===== config.mk =====
export PLATFORM = sky130hd
export DESIGN_NAME = swire_slave_phy
export DESIGN_NICKNAME = d
export VERILOG_FILES = /design/src/rtl/swire_slave_phy.sv
export SDC_FILE = /design/constraint.sdc
export NUM_CORES = 1
export LEC_CHECK = 0
export BUFFER_PORTS_ARGS = -buffer_cell sky130_fd_sc_hd__buf_2
export CORE_UTILIZATION = 40
export CTS_CLUSTER_DIAMETER = 120
export DETAILED_ROUTE_END_ITERATION = 10
export PLACE_DENSITY_LB_ADDON = 0.1
export REMOVE_ABC_BUFFERS = 1
export SLEW_MARGIN = 20
export SYNTH_ARGS = -nofsm -noshare
export SYNTH_HDL_FRONTEND = slang
export SYNTH_SLANG_ARGS = --single-unit

===== constraint.sdc =====
create_clock -name clk -period 2.77 [get_ports clk]
set_input_delay 0.277 -clock clk [delete_from_list [all_inputs] [get_ports clk]]
set_output_delay 0.277 -clock clk [all_outputs]
set_load 0.01 [all_outputs]

===== src/rtl/swire_slave_phy.sv =====
module swire_slave_phy #(
  parameter int FILT       = 3,
  parameter int STD_SAMPLE = 3750,
  parameter int STD_RDHOLD = 3750,
  parameter int STD_RST    = 15000,
  parameter int OD_RST     = 2000,
  parameter int OD_KEEP    = 10000,
  parameter int RST_LONG   = 60000,
  parameter int STD_PWAIT  = 3750,
  parameter int STD_PLOW   = 15000,
  parameter int STD_REC    = 7500,
  parameter int OD_DIV     = 8
) (
  input  logic       clk,
  input  logic       rst_n,
  input  logic       bus_in,
  input  logic       od_enter,
  input  logic       rd_mode,
  input  logic [7:0] tx_byte,
  output logic       bus_pd_n,
  output logic       rx_valid,
  output logic [7:0] rx_byte,
  output logic       tx_req,
  output logic       rst_seen,
  output logic       od_mode,
  output logic       spd_undef
);

  localparam int CW        = $clog2(RST_LONG + 1);
  localparam int OD_SAMPLE = STD_SAMPLE / OD_DIV;
  localparam int OD_RDHOLD = STD_RDHOLD / OD_DIV;
  localparam int OD_PWAIT  = STD_PWAIT / OD_DIV;
  localparam int OD_PLOW   = STD_PLOW / OD_DIV;
  localparam int OD_REC    = STD_REC / OD_DIV;

  typedef enum logic [2:0] {S_IDLE, S_LOW, S_PWAIT, S_PLOW, S_REC} st_t;

  st_t st;
  logic [1:0]      sync;
  logic [FILT-1:0] fsr;
  logic            filt, filt_q;
  logic [CW-1:0]   lowcnt, tmr;
  logic [2:0]      bitcnt;
  logic [6:0]      rx_sr;
  logic [7:0]      tx_sr;
  logic            live, slot_rd, drv0;

  wire fall = filt_q & ~filt;
  wire rise = ~filt_q & filt;

  wire [CW-1:0] t_sample = od_mode ? CW'(OD_SAMPLE) : CW'(STD_SAMPLE);
  wire [CW-1:0] t_rdhold = od_mode ? CW'(OD_RDHOLD) : CW'(STD_RDHOLD);
  wire [CW-1:0] t_rst    = od_mode ? CW'(OD_RST)    : CW'(STD_RST);
  wire [CW-1:0] t_pwait  = od_mode ? CW'(OD_PWAIT)  : CW'(STD_PWAIT);
  wire [CW-1:0] t_plow   = od_mode ? CW'(OD_PLOW)   : CW'(STD_PLOW);
  wire [CW-1:0] t_rec    = od_mode ? CW'(OD_REC)    : CW'(STD_REC);

  wire tx_bit  = (bitcnt == 3'd0) ? tx_byte[0] : tx_sr[0];
  wire wr_bit  = lowcnt < t_sample;

  assign bus_pd_n = ~((st == S_PLOW) | ((st == S_LOW) & drv0 & (lowcnt < t_rdhold)));

  always_ff @(posedge clk or negedge rst_n) begin
    if (!rst_n) begin
      sync   <= 2'b11;
      fsr    <= '1;
      filt   <= 1'b1;
      filt_q <= 1'b1;
    end else begin
      sync   <= {sync[0], bus_in};
      fsr    <= (fsr << 1) | FILT'(sync[1]);
      filt_q <= filt;
      if (&fsr)       filt <= 1'b1;
      else if (~|fsr) filt <= 1'b0;
    end
  end

  always_ff @(posedge clk or negedge rst_n) begin
    if (!rst_n) begin
      st        <= S_IDLE;
      lowcnt    <= '0;
      tmr       <= '0;
      bitcnt    <= '0;
      rx_sr     <= '0;
      tx_sr     <= '0;
      rx_byte   <= '0;
      rx_valid  <= 1'b0;
      tx_req    <= 1'b0;
      rst_seen  <= 1'b0;
      od_mode   <= 1'b0;
      spd_undef <= 1'b0;
      live      <= 1'b0;
      slot_rd   <= 1'b0;
      drv0      <= 1'b0;
    end else begin
      rx_valid <= 1'b0;
      tx_req   <= 1'b0;
      rst_seen <= 1'b0;
      case (st)
        S_IDLE: if (fall) begin
          st      <= S_LOW;
          lowcnt  <= CW'(1);
          live    <= 1'b1;
          slot_rd <= rd_mode;
          drv0    <= rd_mode & ~tx_bit;
          if (rd_mode && bitcnt == 3'd0) begin
            tx_sr  <= tx_byte;
            tx_req <= 1'b1;
          end
        end
        S_LOW: begin
          if (lowcnt < CW'(RST_LONG)) lowcnt <= lowcnt + 1'b1;
          if (rise) begin
            drv0 <= 1'b0;
            if (lowcnt >= t_rst) begin
              rst_seen <= 1'b1;
              bitcnt   <= '0;
              st       <= S_PWAIT;
              tmr      <= '0;
              if (lowcnt >= CW'(RST_LONG)) begin
                od_mode   <= 1'b0;
                spd_undef <= 1'b0;
              end else if (od_mode && lowcnt <= CW'(OD_KEEP)) begin
                spd_undef <= 1'b0;
              end else if (od_mode) begin
                od_mode   <= 1'b0;
                spd_undef <= 1'b1;
              end else begin
                spd_undef <= 1'b0;
              end
            end else begin
              st <= S_IDLE;
              if (live) begin
                bitcnt <= bitcnt + 1'b1;
                if (slot_rd) begin
                  tx_sr <= tx_sr >> 1;
                end else begin
                  rx_sr <= {wr_bit, rx_sr[6:1]};
                  if (bitcnt == 3'd7) begin
                    rx_byte  <= {wr_bit, rx_sr};
                    rx_valid <= 1'b1;
                  end
                end
              end
            end
          end
        end
        S_PWAIT: begin
          tmr <= tmr + 1'b1;
          if (fall) begin
            st <= S_LOW; lowcnt <= CW'(1); live <= 1'b0; drv0 <= 1'b0; slot_rd <= 1'b0;
          end else if (tmr == t_pwait - 1'b1) begin
            st <= S_PLOW; tmr <= '0;
          end
        end
        S_PLOW: begin
          tmr <= tmr + 1'b1;
          if (tmr == t_plow - 1'b1) begin
            st <= S_REC; tmr <= '0;
          end
        end
        S_REC: begin
          tmr <= tmr + 1'b1;
          if (fall) begin
            st <= S_LOW; lowcnt <= CW'(1); live <= 1'b0; drv0 <= 1'b0; slot_rd <= 1'b0;
          end else if (tmr == t_rec - 1'b1) begin
            st <= S_IDLE;
          end
        end
        default: st <= S_IDLE;
      endcase
      if (od_enter) begin
        od_mode   <= 1'b1;
        spd_undef <= 1'b0;
      end
    end
  end

  assert_idle_release_R1: assert property (@(posedge clk) disable iff (!rst_n)
    (st == S_IDLE) |-> bus_pd_n);
  assert_rst_strobe_R2: assert property (@(posedge clk) disable iff (!rst_n)
    rst_seen |=> !rst_seen);
  assert_rx_strobe_R4: assert property (@(posedge clk) disable iff (!rst_n)
    rx_valid |=> !rx_valid);
  assert_txreq_read_R5: assert property (@(posedge clk) disable iff (!rst_n)
    tx_req |-> $past(rd_mode));
  assert_undef_std_R9: assert property (@(posedge clk) disable iff (!rst_n)
    spd_undef |-> !od_mode);

endmodule


Word level (Yosys, flattened, before mapping) --
Index checks and enable logic that the tools add are counted.
Storage, ports and cells: register bits after elaboration 76, bits in latches 0, bits in writable memories 0, bits in read-only memories 0, input port bits 13, output and inout port bits 14, logic and storage cells 161, memories kept 0
Cells by class: add/subtract/negate cells 6, $mul 0, divide/modulo/power cells 0, $lt $le $gt $ge 5, eq/ne operators 23, shifts and indexed selects 0, multiplexer cells 67, bitwise gates (word level) 13, reductions and logical operators 28
Operators by type and width (number):
- $mux W16 | 7
- $pmux W16 S4 | 1
- $eq A16 B16 Y1 | 3
- $mux W8 | 6
- $mux W1 | 33
- $add A16 B1 Y16 const B | 2
- $pmux W16 S2 | 1
- $mux W14 | 2
- $mux W3 | 9
- $reduce_and A3 Y1 | 6
- $ge A16 B14 Y1 | 1
- $ge A16 B16 Y1 const B | 1
- $le A16 B14 Y1 const B | 1
- $lt A16 B12 Y1 | 1
- $lt A16 B16 Y1 const B | 1
- $pmux W8 S2 | 1
- $pmux W3 S5 | 1
- $sub A14 B1 Y15 const B | 1
- $ne A2 B2 Y1 const B | 7
- $reduce_bool A2 Y1 | 7
- $sub A13 B1 Y14 const B | 1
- $mux W13 | 1
- $sub A12 B1 Y13 const B | 1
- $mux W12 | 1
- other kinds (23) | 46

Logic depth before layout (Yosys ltp) --
Gate-level depths: netlist (run 1).
word-level depth 8, gate-level depth with buffers 10, gate-level depth less buffers 9

Worst setup path after synthesis (run 1) --
Ideal clock, no wire load.
path kind register -> register, start reg od_mode, end reg tmr[14], setup time 0.139 ns, arrival 2.705 ns, data required time 2.631 ns, slack -0.074 ns, stages on the path, launching flop included 11, buffers on the path 2, clock period less this slack 2.844 ns, path through dfrtp_1 > buf_2 > inv_1 > ha_1 > a31o_2 > a21oi_1 > o21ai_0 > nor2_2 > o21ai_1 > clkbuf_1 > o221ai_1
On the way: longest elaborated chain between the ends 6, elaborated cells on any way between the ends 14, those cells by class 2 x add/sub; 1 x order compare; 3 x eq/ne; 7 x mux; 1 x reduce/logical
Ends and longest elaborated chain:
- from (decl) | RTL line 25 | output logic od_mode,
- from (signal assigned) | RTL line 90 | od_mode <= 1'b0;
- from (signal assigned) | RTL line 121 | od_mode <= 1'b0;
- from (signal assigned) | RTL line 126 | od_mode <= 1'b0;
- $mux W12 | RTL line 54 | wire [CW-1:0] t_pwait = od_mode ? CW'(OD_PWAIT) : CW'(STD_PWAIT);
- $sub A12 B1 Y13 | RTL line 152 | end else if (tmr == t_pwait - 1'b1) begin
- $eq A16 B16 Y1 | RTL line 152
- $mux W16 | RTL line 152
- $mux W16 | RTL line 150 | if (fall) begin
- $pmux W16 S4 | RTL line 99 | case (st)
- to (signal assigned) | RTL line 149 | tmr <= tmr + 1'b1;
- to (signal assigned) | RTL line 157 | tmr <= tmr + 1'b1;
- to (signal assigned) | RTL line 163 | tmr <= tmr + 1'b1;
- to (decl) | RTL line 42 | logic [CW-1:0] lowcnt, tmr;
Parallel ways exist; a longest one is shown, timed or not. A chain may end at the register's enable or synchronous reset.

Worst setup path after layout (run 1) --
start reg od_mode, end out bus_pd_n
On the way: longest elaborated chain between the ends 5
Ends and longest elaborated chain:
- $mux W12 | RTL line 52 | wire [CW-1:0] t_rdhold = od_mode ? CW'(OD_RDHOLD) : CW'(STD_RDHOLD);
- $lt A16 B12 Y1 | RTL line 61 | assign bus_pd_n = ~((st == S_PLOW) | ((st == S_LOW) & drv0 & (lowcnt < t_rdhold)));
- $and A1 B1 Y1 | RTL line 61
- $or A1 B1 Y1 | RTL line 61
- $not A1 Y1 | RTL line 61
- to (decl) | RTL line 20 | output logic bus_pd_n,
No other way between the ends.

==> flow_metrics.py, run 1 <==
metrics = {
    "synthesis": {
        "ys_seq_elements": 76,
        "yosys-top-cells-area": "dfrtp_1 40%, ha_1 4.6%, dfstp_2 4.2%, mux2_2 4.1%, nor2_1 3.4%",
        "synth-edff-count": 0,
        "synthSimpleGateAreaFrac_pct": 20.6,
        "synthAdderAreaFrac_pct": 4.59,
        "synth.area.mux_share_pct": 5.97,
        "synth-compound-area-share_pct": 18.4,
        "avgSynthCellArea_um2": 9.61,
        "synthXorXnorAreaFrac_pct": 2.21,
        "synthCells": 454,
        "synth_top_family_by_area": "simple AND/OR/NAND/NOR gates",
        "synth_ff_type": "dfrtp_1",
        "seq_area_frac_synth_pct": 43.8,
        "ys_types": 70,
        "synth_top_area_cell": "dfrtp_1",
        "ys_warn_count": 0,
        "yosysMostFrequentCell": "dfrtp_1",
        "yosysTopAreaCellShare_pct": 39.6,
        "ys_async_sr_fraction_pct": 100,
        "synth_common_cells": "69 x dfrtp_1, 39 x nor2_1, 37 x nand2_1",
        "syn_area_mm2": 0.00436,
    },
    "cells_and_area": {
        "nFillCells": 1043,
        "stdcell_count": 637,
        "areaGrowthSynthToFinish_pct": 13.9,
        "antenna_cells": 0,
        "design_area_mm2": 0.00497,
        "final_layout_size_suffix_gt1_share_pct": 21.4,
        "fin_nets": 525,
    },
    "floorplanning": {
        "core_mm2": 0.0105,
        "fp.dieW_um": 106,
        "io_pins": 27,
        "die_h_um": 106,
        "dieArea_mm2": 0.0113,
        "rows": 37,
        "initial_core_util_pct": 41.7,
    },
    "routing": {
        "drt_iter0_drc": 186,
        "antenna_left": 0,
        "drt_pass1_iterations": 6,
        "drc": 0,
        "totalWireLength_um": 10200,
        "via_count": 3582,
        "vias_per_cell": 5.62,
        "routedWlPerCell_um": 15.9,
    },
    "timing": {
        "grt_setup_unrepaired": "false",
        "tns_ns": 0,
        "worst_pin_slew_ns": 0.830,
        "timing.fmax_ghz": 0.384,
        "final.period_utilization_pct": 94.1,
        "drv_slew": 0,
        "period_needed_ns": 2.61,
        "setup_viol": 0,
        "final-hold-violation-count": 0,
        "finClkSkew_ns": 0.0124,
        "hold_ws_ns": 0.125,
        "relSlewSlack_pct": 44.2,
    },
    "clocking": {
        "clk_pin_slew_ns": 0.08,
        "cts_sinks": 76,
        "cts_buffers": 9,
        "ctsLongestPathBuffers": 2,
        "cts-root-buf": "clkbuf_8",
        "cts_tree": "yes",
        "clk_latency_ns": 0.36,
        "htree_num_levels": 3,
    },
    "placement": {
        "dp_hpwl_um": 7020,
        "dp.cells": 615,
        "gp_congestion": 0.810,
        "placed_cell_area_mm2": 0.00471,
        "port_buffers": 26,
    },
    "grt": {
        "grt_antenna_before_repair": 0,
        "grt.overflow.total": 0,
        "grt_pass1_vias": 3488,
        "grt_pass1_wl_um": 17300,
        "grt_usage_pct": 19.5,
        "grt_max_degree": 77,
    },
    "setup_path": {
        "critPathRequiredTime_ns": 2.49,
        "critical_path_class": "flip-flop to primary output",
        "cp_data_arrival_time_ns": 2.33,
        "worstSetupStartpointType": "flip-flop",
        "cp_max_fo": 22,
        "cp-end-kind": "primary output",
    },
    "power_and_ir_drop": {
        "ir_worst_vdd_uv": 356,
        "cellPowerDensity_mw_per_mm2": 578,
        "power_leakage_uw": 0.00231,
        "power_uw": 2870,
    },
    "job": {
        "maxCapViolCount": 0,
    },
    "status": {
        "status": "complete, no violations",
    },
    "worst_hold_path": {
        "hp-class": "input port to flip-flop",
    },
}
-- stage by stage --
step / utilization, % / setup slack (ns)
floorplan: - / -0.144
finish: 47.5 / 0.164
CTS: 47.1 / 0.0855
global placement: 45.0 / 0.222
detailed placement: 45.0 / 0.169
global route: 47.5 / 0.00463
-- registers in the layout (all words and copies together) (netlist names), 2 cells and up --
signal,flops
rx_sr,7
fsr,3
lowcnt,16
tmr,16
bitcnt,3
sync,2
rx_byte,8
tx_sr,8
st,3
-- logic make-up after synthesis --
group	after synthesis
multiplexers	24
adder cells (fa/ha/maj)	16
buffers and inverters	47
AND/OR/NAND/NOR	164
XOR/XNOR	11
AO/OA/AOI/OAI	116
flip-flops	76
-- metal layers --
metal	global-route usage, %	up-vias	wire length, µm
met5	0	-	0
met4	8.51	0	167
met3	2.51	13	267
met2	30.5	73	4660
met1	27.2	1744	5070
li1	-	1752	-
-- worst max-delay path, stage by stage, from the launching register on --
cell and delay [ns]:
dfrtp_1 0.38, buf_4 0.22, ha_1 0.34, nand3_1 0.15
nor4b_2 0.34, a21oi_2 0.14, a31oi_1 0.24, buf_2 0.17
-- where the power goes --
part	leakage (µW)	internal, µW	switching [µW]	total (µW)
Combinational	0.00122	262	337	600
Clock	0.0000960	419	450	869
Sequential	0.000992	1270	132	1410
Total	0.00231	1950	920	2870
-- repair_timing --
| action | CTS | global route |
|---|---|---|
| pin swaps | 0 | 1 |
| setup buffers | 0 | 4 |
| endpoints found under the hold margin | 1 | 6 |
| resized for setup | 1 | 1 |
| hold buffers | 1 | 1 |
| endpoints found under the setup margin | 1 | 8 |
-- path summary, 6_finish.rpt --
kind / startpoint / endpoint / slack [ns] / cells past startpoint
worst max-delay path: od_mode / bus_pd_n / 0.16 / 7
worst min-delay path: od_enter / spd_undef / 0.13 / 2
worst max register to register: od_mode / tmr[13] / 0.17 / 8
worst min register to register: sync[1] / fsr[0] / 0.36 / 0
max in group asynchronous: rst_n / rx_byte[5] / 1.76 / 2
min in group asynchronous: rst_n / tmr[11] / 0.50 / 2
-- final cells by class --
cell class	instances	area, µm²	area share (%)
Multi-Input combinational cell	331	2270	45.8
Sequential cell	76	1910	38.4
Timing Repair Buffer	48	307	6.17
Tap cell	136	170	3.42
Clock buffer	9	124	2.49
Inverter	30	113	2.27
Clock inverter	7	72.6	1.46
-- placed cells by master, fill, tap and decap left out, types with 7 or more instances in the layout --
cell and instances:
o22ai_1 9, dfrtp_1 69, nor2_1 39, ha_1 16, o21ai_1 9, buf_4 20
buf_2 25, mux2_2 16, mux2i_1 8, inv_1 30, o2111ai_1 7, nand3_1 14
and3_1 10, a21oi_1 25, nand2_1 37, xor2_1 9, clkbuf_8 9, dfstp_2 7
nor3_1 12, o21ai_0 20, o221ai_1 7
(Power assumes the default switching activity.)
==> inputs of run 2 (changes only) <==
--- a/config.mk
+++ b/config.mk
@@ -6,6 +6,7 @@
 export NUM_CORES = 1
 export LEC_CHECK = 0
 export BUFFER_PORTS_ARGS = -buffer_cell sky130_fd_sc_hd__buf_2
+export CORE_ASPECT_RATIO = 1.1
 export CORE_UTILIZATION = 40
 export CTS_CLUSTER_DIAMETER = 120
 export DETAILED_ROUTE_END_ITERATION = 10
==> run 2 against run 1 <==
Net effect:
- the flow now finishes with violations (hold timing)
- power increased by 14%
- first-iteration DRC count decreased by 31%
- critical path depth unchanged
- sequential power about the same
- final cell count decreased by 0.16%
- clock skew decreased by 0.0047 ns
- fmax increased by 1.6%
- highest routed layer unchanged
==> flow_metrics.py, run 2 (synthesis gave the netlist of run 1 again) <==
metrics = {
    "setup_path": {
        "cp_data_arrival_time_ns": 2.81,
        "cp_slowest_stage_delay_ns": 0.81,
        "slowest_stage": "a211oi_4",
        "path_buf_inv": 1,
        "cp_top_family": "compound AO/OA/AOI/OAI gates",
        "worstSetupStartpointType": "flip-flop",
        "cp_cell_sequence": "buf_4, and3b_1, o2111ai_1, nor4b_4, a211oi_4, nor2_4, o221ai_1",
        "cp_max_fo": 22,
        "crit_start": "od_mode",
        "reg2reg_from": "od_mode",
        "critPathRequiredTime_ns": 3.01,
        "cp-end-kind": "flip-flop",
        "critical_path_class": "flip-flop to flip-flop",
    },
    "floorplanning": {
        "core_mm2": 0.0105,
        "fp.dieW_um": 102,
        "rows": 39,
        "io_pins": 27,
        "initial_core_util_pct": 41.6,
        "dieArea_mm2": 0.0113,
        "die_h_um": 112,
    },
    "placement": {
        "port_buffers": 26,
        "placed_cell_area_mm2": 0.00470,
        "dp.cells": 620,
        "dp_hpwl_um": 7180,
        "gp_congestion": 0.782,
        "place_ws_ns": 0.219,
    },
    "cells_and_area": {
        "antenna_cells": 0,
        "fin_nets": 517,
        "mostFrequentLayoutCell": "dfrtp_1",
        "final_cell_mix": "69 x dfrtp_1, 39 x nor2_1, 37 x nand2_1",
        "stdcell_count": 636,
        "nFillCells": 1012,
        "final_layout_size_suffix_gt1_share_pct": 20.3,
        "top_regs": "lowcnt x16, tmr x16",
        "design_area_mm2": 0.00504,
        "areaGrowthSynthToFinish_pct": 15.5,
    },
    "clocking": {
        "cts-root-buf": "clkbuf_16",
        "cts_tree": "yes",
        "cts_buffers": 9,
        "ctsLongestPathBuffers": 2,
        "clk_latency_ns": 0.34,
        "htree_num_levels": 3,
        "cts_setup_buffers": 0,
        "clk_pin_slew_ns": 0.06,
        "cts_sinks": 76,
    },
    "power_and_ir_drop": {
        "power_leakage_uw": 0.00232,
        "ir_worst_vdd_uv": 467,
        "cellPowerDensity_mw_per_mm2": 652,
        "power_uw": 3280,
    },
    "routing": {
        "drt_pass1_iterations": 4,
        "via_count": 3518,
        "routedWlPerCell_um": 16.2,
        "antenna_left": 0,
        "drc": 0,
        "totalWireLength_um": 10300,
        "drt_iter0_drc": 129,
        "vias_per_cell": 5.53,
    },
    "grt": {
        "grt_antenna_before_repair": 0,
        "grt_pass1_vias": 3527,
        "grt_pass1_wl_um": 17600,
        "grt_usage_pct": 19.9,
        "grt.overflow.total": 0,
        "grt_max_degree": 77,
    },
    "timing": {
        "grt_setup_unrepaired": "false",
        "finClkSkew_ns": 0.00770,
        "setup_viol": 0,
        "period_needed_ns": 2.57,
        "final-hold-violation-count": 18,
        "relSlewSlack_pct": 38.4,
        "timing.fmax_ghz": 0.390,
        "final.period_utilization_pct": 92.6,
        "setup_ws_ns": 0.205,
        "worst_pin_slew_ns": 0.921,
        "hold_ws_ns": -0.0604,
        "drv_slew": 0,
    },
    "status": {
        "violations": "hold timing",
        "status": "finished, violations left",
    },
    "job": {
        "maxCapViolCount": 0,
    },
    "worst_hold_path": {
        "hp-class": "input port to asynchronous set/reset pin",
    },
}
run 2: cell count changes in the layout (fill, tap and decap cells not counted):
cell,delta
clkbuf_16,+9
clkinvlp_4,-1
clkbuf_1,+1
buf_4,-6
clkinv_4,+2
clkbuf_8,-9
clkinv_2,-1
bufinv_16,+1
dlygate4sd3_1,-2
inv_6,-2
run 2: path summary, 6_finish.rpt:
kind	depth (start not counted)	to	slack [ns]
setup / recovery	7	tmr[10]	0.20
setup reg to reg	7	tmr[10]	0.20
min in group clk	1	sync[0]	0.04
hold reg to reg	0	fsr[0]	0.36
hold / removal	1	tmr[10]	-0.06
max in group asynchronous	1	lowcnt[5]	2.29
run 2: final cells by class:
| type | count | area [µm²] | area share [%] |
|---|---|---|---|
| clock buffers | 10 | 229 | 4.55 |
| clock inverters | 6 | 90.1 | 1.79 |
| well taps | 143 | 179 | 3.55 |
| flip-flops and latches | 76 | 1910 | 37.9 |
| inverters | 30 | 113 | 2.24 |
| multi-input cells | 331 | 2270 | 45.2 |
| repair buffers | 40 | 241 | 4.79 |
run 2: per-layer routing:
metal | share of wire (%) | track usage, % | vias to the layer above
li1 | - | - | 1732
met1 | 48 | 26.9 | 1704
met2 | 47 | 31.6 | 67
met3 | 2.7 | 2.70 | 15
met4 | 2.0 | 8.79 | 0
met5 | 0 | 0 | -
run 2: metrics by stage:
| stage | setup TNS [ns] | utilization [%] |
|---|---|---|
| detailed placement | 0 | 44.8 |
| global placement | 0 | 44.8 |
| global route | 0 | 48.0 |
| floorplan | -1.46 | - |
| finish | 0 | 48.0 |
| CTS | 0 | 47.9 |
run 2: timing repair:
action	in CTS	in global routing
gates resized for setup	0	2
setup endpoints to repair	0	1
hold buffers	0	0
run 2: worst register-to-register path: stages (launching register included):
cell and delay, ns:
dfrtp_1 0.34, buf_4 0.25, and3b_1 0.21, o2111ai_1 0.37, nor4b_4 0.12, a211oi_4 0.81
nor2_4 0.15, o221ai_1 0.23
run 2: power by group:
part / leakage, µW / internal (µW) / total [µW] / switching [µW]
clock: 0.000153 / 791 / 1270 / 478
sequential: 0.000992 / 1280 / 1410 / 138
combinational: 0.00118 / 261 / 601 / 340
total: 0.00232 / 2330 / 3280 / 956
==> inputs of run 3 (changes only) <==
--- a/config.mk
+++ b/config.mk
@@ -10,9 +10,10 @@
 export CORE_UTILIZATION = 40
 export CTS_CLUSTER_DIAMETER = 120
 export DETAILED_ROUTE_END_ITERATION = 10
-export PLACE_DENSITY_LB_ADDON = 0.1
+export PLACE_DENSITY = 0.67
 export REMOVE_ABC_BUFFERS = 1
 export SLEW_MARGIN = 20
 export SYNTH_ARGS = -nofsm -noshare
 export SYNTH_HDL_FRONTEND = slang
 export SYNTH_SLANG_ARGS = --single-unit
+export TNS_END_PERCENT = 10
==> run 3 against run 2 <==
Net effect:
- the run now ends clean
- die area stayed put
- final cell count shrank 0.47%
- fmax decreased by 3.5%
- critical endpoint is now bus_pd_n
- largest power group unchanged
==> flow_metrics.py, run 3 (synthesis gave the netlist of run 1 again) <==
metrics = {
    "power_and_ir_drop": {
        "power_leakage_uw": 0.00228,
        "ir_worst_vdd_uv": 442,
        "power.internal_uw": 2140,
        "clkPwrFrac_pct": 35.2,
        "sw_frac_of_total_pct": 30.2,
        "seq_power_share_pct": 45.9,
        "comb_power_share_pct": 18.9,
        "p_switching_uw": 927,
        "cellPowerDensity_mw_per_mm2": 619,
    },
    "setup_path": {
        "reg2reg_from": "od_mode",
        "worstSetupStartpointType": "flip-flop",
        "critPathRequiredTime_ns": 2.49,
        "critical_path_class": "flip-flop to primary output",
        "cp-end-kind": "primary output",
        "cp_max_fo": 22,
        "reg2reg_depth": 8,
        "crit_start": "od_mode",
        "cp_data_arrival_time_ns": 2.38,
    },
    "cells_and_area": {
        "areaGrowthSynthToFinish_pct": 13.7,
        "nFillCells": 980,
        "fin_nets": 514,
        "stdcell_count": 633,
        "top_regs": "lowcnt x16, tmr x16",
        "final_cell_mix": "69 x dfrtp_1, 39 x nor2_1, 37 x nand2_1",
        "antenna_cells": 0,
        "fin_util_pct": 47.3,
        "final_layout_size_suffix_gt1_share_pct": 19.8,
        "mostFrequentLayoutCell": "dfrtp_1",
    },
    "worst_hold_path": {
        "hp-class": "input port to flip-flop",
        "min_from": "bus_in",
        "hold_depth": 1,
    },
    "clocking": {
        "cts_buffers": 9,
        "cts_tree": "yes",
        "cts-root-buf": "clkbuf_16",
        "cts_sinks": 76,
        "htree_num_levels": 3,
        "ctsLongestPathBuffers": 2,
        "clk_pin_slew_ns": 0.06,
        "cts_setup_buffers": 0,
        "clk_latency_ns": 0.34,
        "cts-resized-gates": 0,
        "cts-hold-fix-buffers": 0,
    },
    "routing": {
        "vias_per_cell": 5.67,
        "routedWlPerCell_um": 14.9,
        "drt_iter0_drc": 277,
        "antenna_left": 0,
        "totalWireLength_um": 9440,
        "via_count": 3588,
        "drc": 0,
        "drt_pass1_iterations": 5,
    },
    "floorplanning": {
        "dieArea_mm2": 0.0113,
        "fp.dieW_um": 102,
        "initial_core_util_pct": 41.6,
        "rows": 39,
        "die_h_um": 112,
        "core_mm2": 0.0105,
        "io_pins": 27,
    },
    "grt": {
        "grt_antenna_before_repair": 0,
        "grt_usage_pct": 18.5,
        "grt_pass1_vias": 3531,
        "grt.overflow.total": 0,
        "grt_max_degree": 77,
        "grt_pass1_wl_um": 16600,
    },
    "timing": {
        "final.period_utilization_pct": 96.0,
        "setup_ws_ns": 0.110,
        "drv_slew": 0,
        "setup_viol": 0,
        "relSlewSlack_pct": 37.3,
        "timing.fmax_ghz": 0.376,
        "period_needed_ns": 2.66,
        "worst_pin_slew_ns": 0.940,
        "tns_ns": 0,
        "final-hold-violation-count": 0,
        "finClkSkew_ns": 0.00972,
        "hold_ws_ns": 0.0434,
        "grt_setup_unrepaired": "false",
    },
    "placement": {
        "place_ws_ns": 0.219,
        "gp_congestion": 0.853,
        "dp.cells": 617,
        "port_buffers": 26,
        "dp_hpwl_um": 6560,
    },
    "job": {
        "maxCapViolCount": 0,
    },
    "status": {
        "status": "complete, no violations",
    },
}
-- run 3: cell count changes in the layout (fill, tap and decap cells not counted), sizes merged --
cell      delta
inv          +2
bufinv       -2
clkbuf       -1
clkinvlp     +1
buf          -3
-- run 3: per-layer routing --
layer	global-route usage, %	up-vias	part of all wire [%]
li1	-	1732	-
met3	3.77	18	3.9
met5	0	-	0
met2	29.1	78	49
met1	24.7	1760	45
met4	7.34	0	1.8
-- run 3: worst max-delay path: stages, from the launching register on --
cell and delay [ns]:
dfrtp_1 0.37, buf_4 0.22, ha_1 0.33, nand3_1 0.12
nor4b_1 0.39, a21oi_2 0.15, a31oi_1 0.28, buf_2 0.18
-- run 3: metrics by stage --
stage                     power, µW  cell area, µm²
after floorplan                1820            4280
after CTS                      3110            4960
after global routing           3260            4960
final                          3070            4960
after global placement         2000            4680
after detailed placement       2020            4680
-- run 3: final timing paths --
path,end,slack (ns)
max,bus_pd_n,0.11
min,sync[0],0.04
max reg2reg,rx_byte[4],0.18
min reg2reg,fsr[0],0.36
max in group asynchronous,lowcnt[10],2.07
min in group asynchronous,tmr[2],0.08
-- run 3: layout make-up --
class	instances	area, µm²	share of cell area, %
Sequential cell	76	1910	38.5
Multi-Input combinational cell	331	2270	45.7
Clock buffer	9	225	4.54
Inverter	30	113	2.27
Tap cell	143	179	3.61
Clock inverter	7	51.3	1.03
Timing Repair Buffer	37	215	4.34
-- run 3: power groups by stage --
stage / registers (µW) / clock network (µW) / logic, µW
finish: 1410 / 1080 / 581
global route: 1440 / 1150 / 670
CTS: 1410 / 1110 / 590
detailed placement: 1430 / 0 / 590
global placement: 1420 / 0 / 575
floorplan: 1390 / 0 / 431
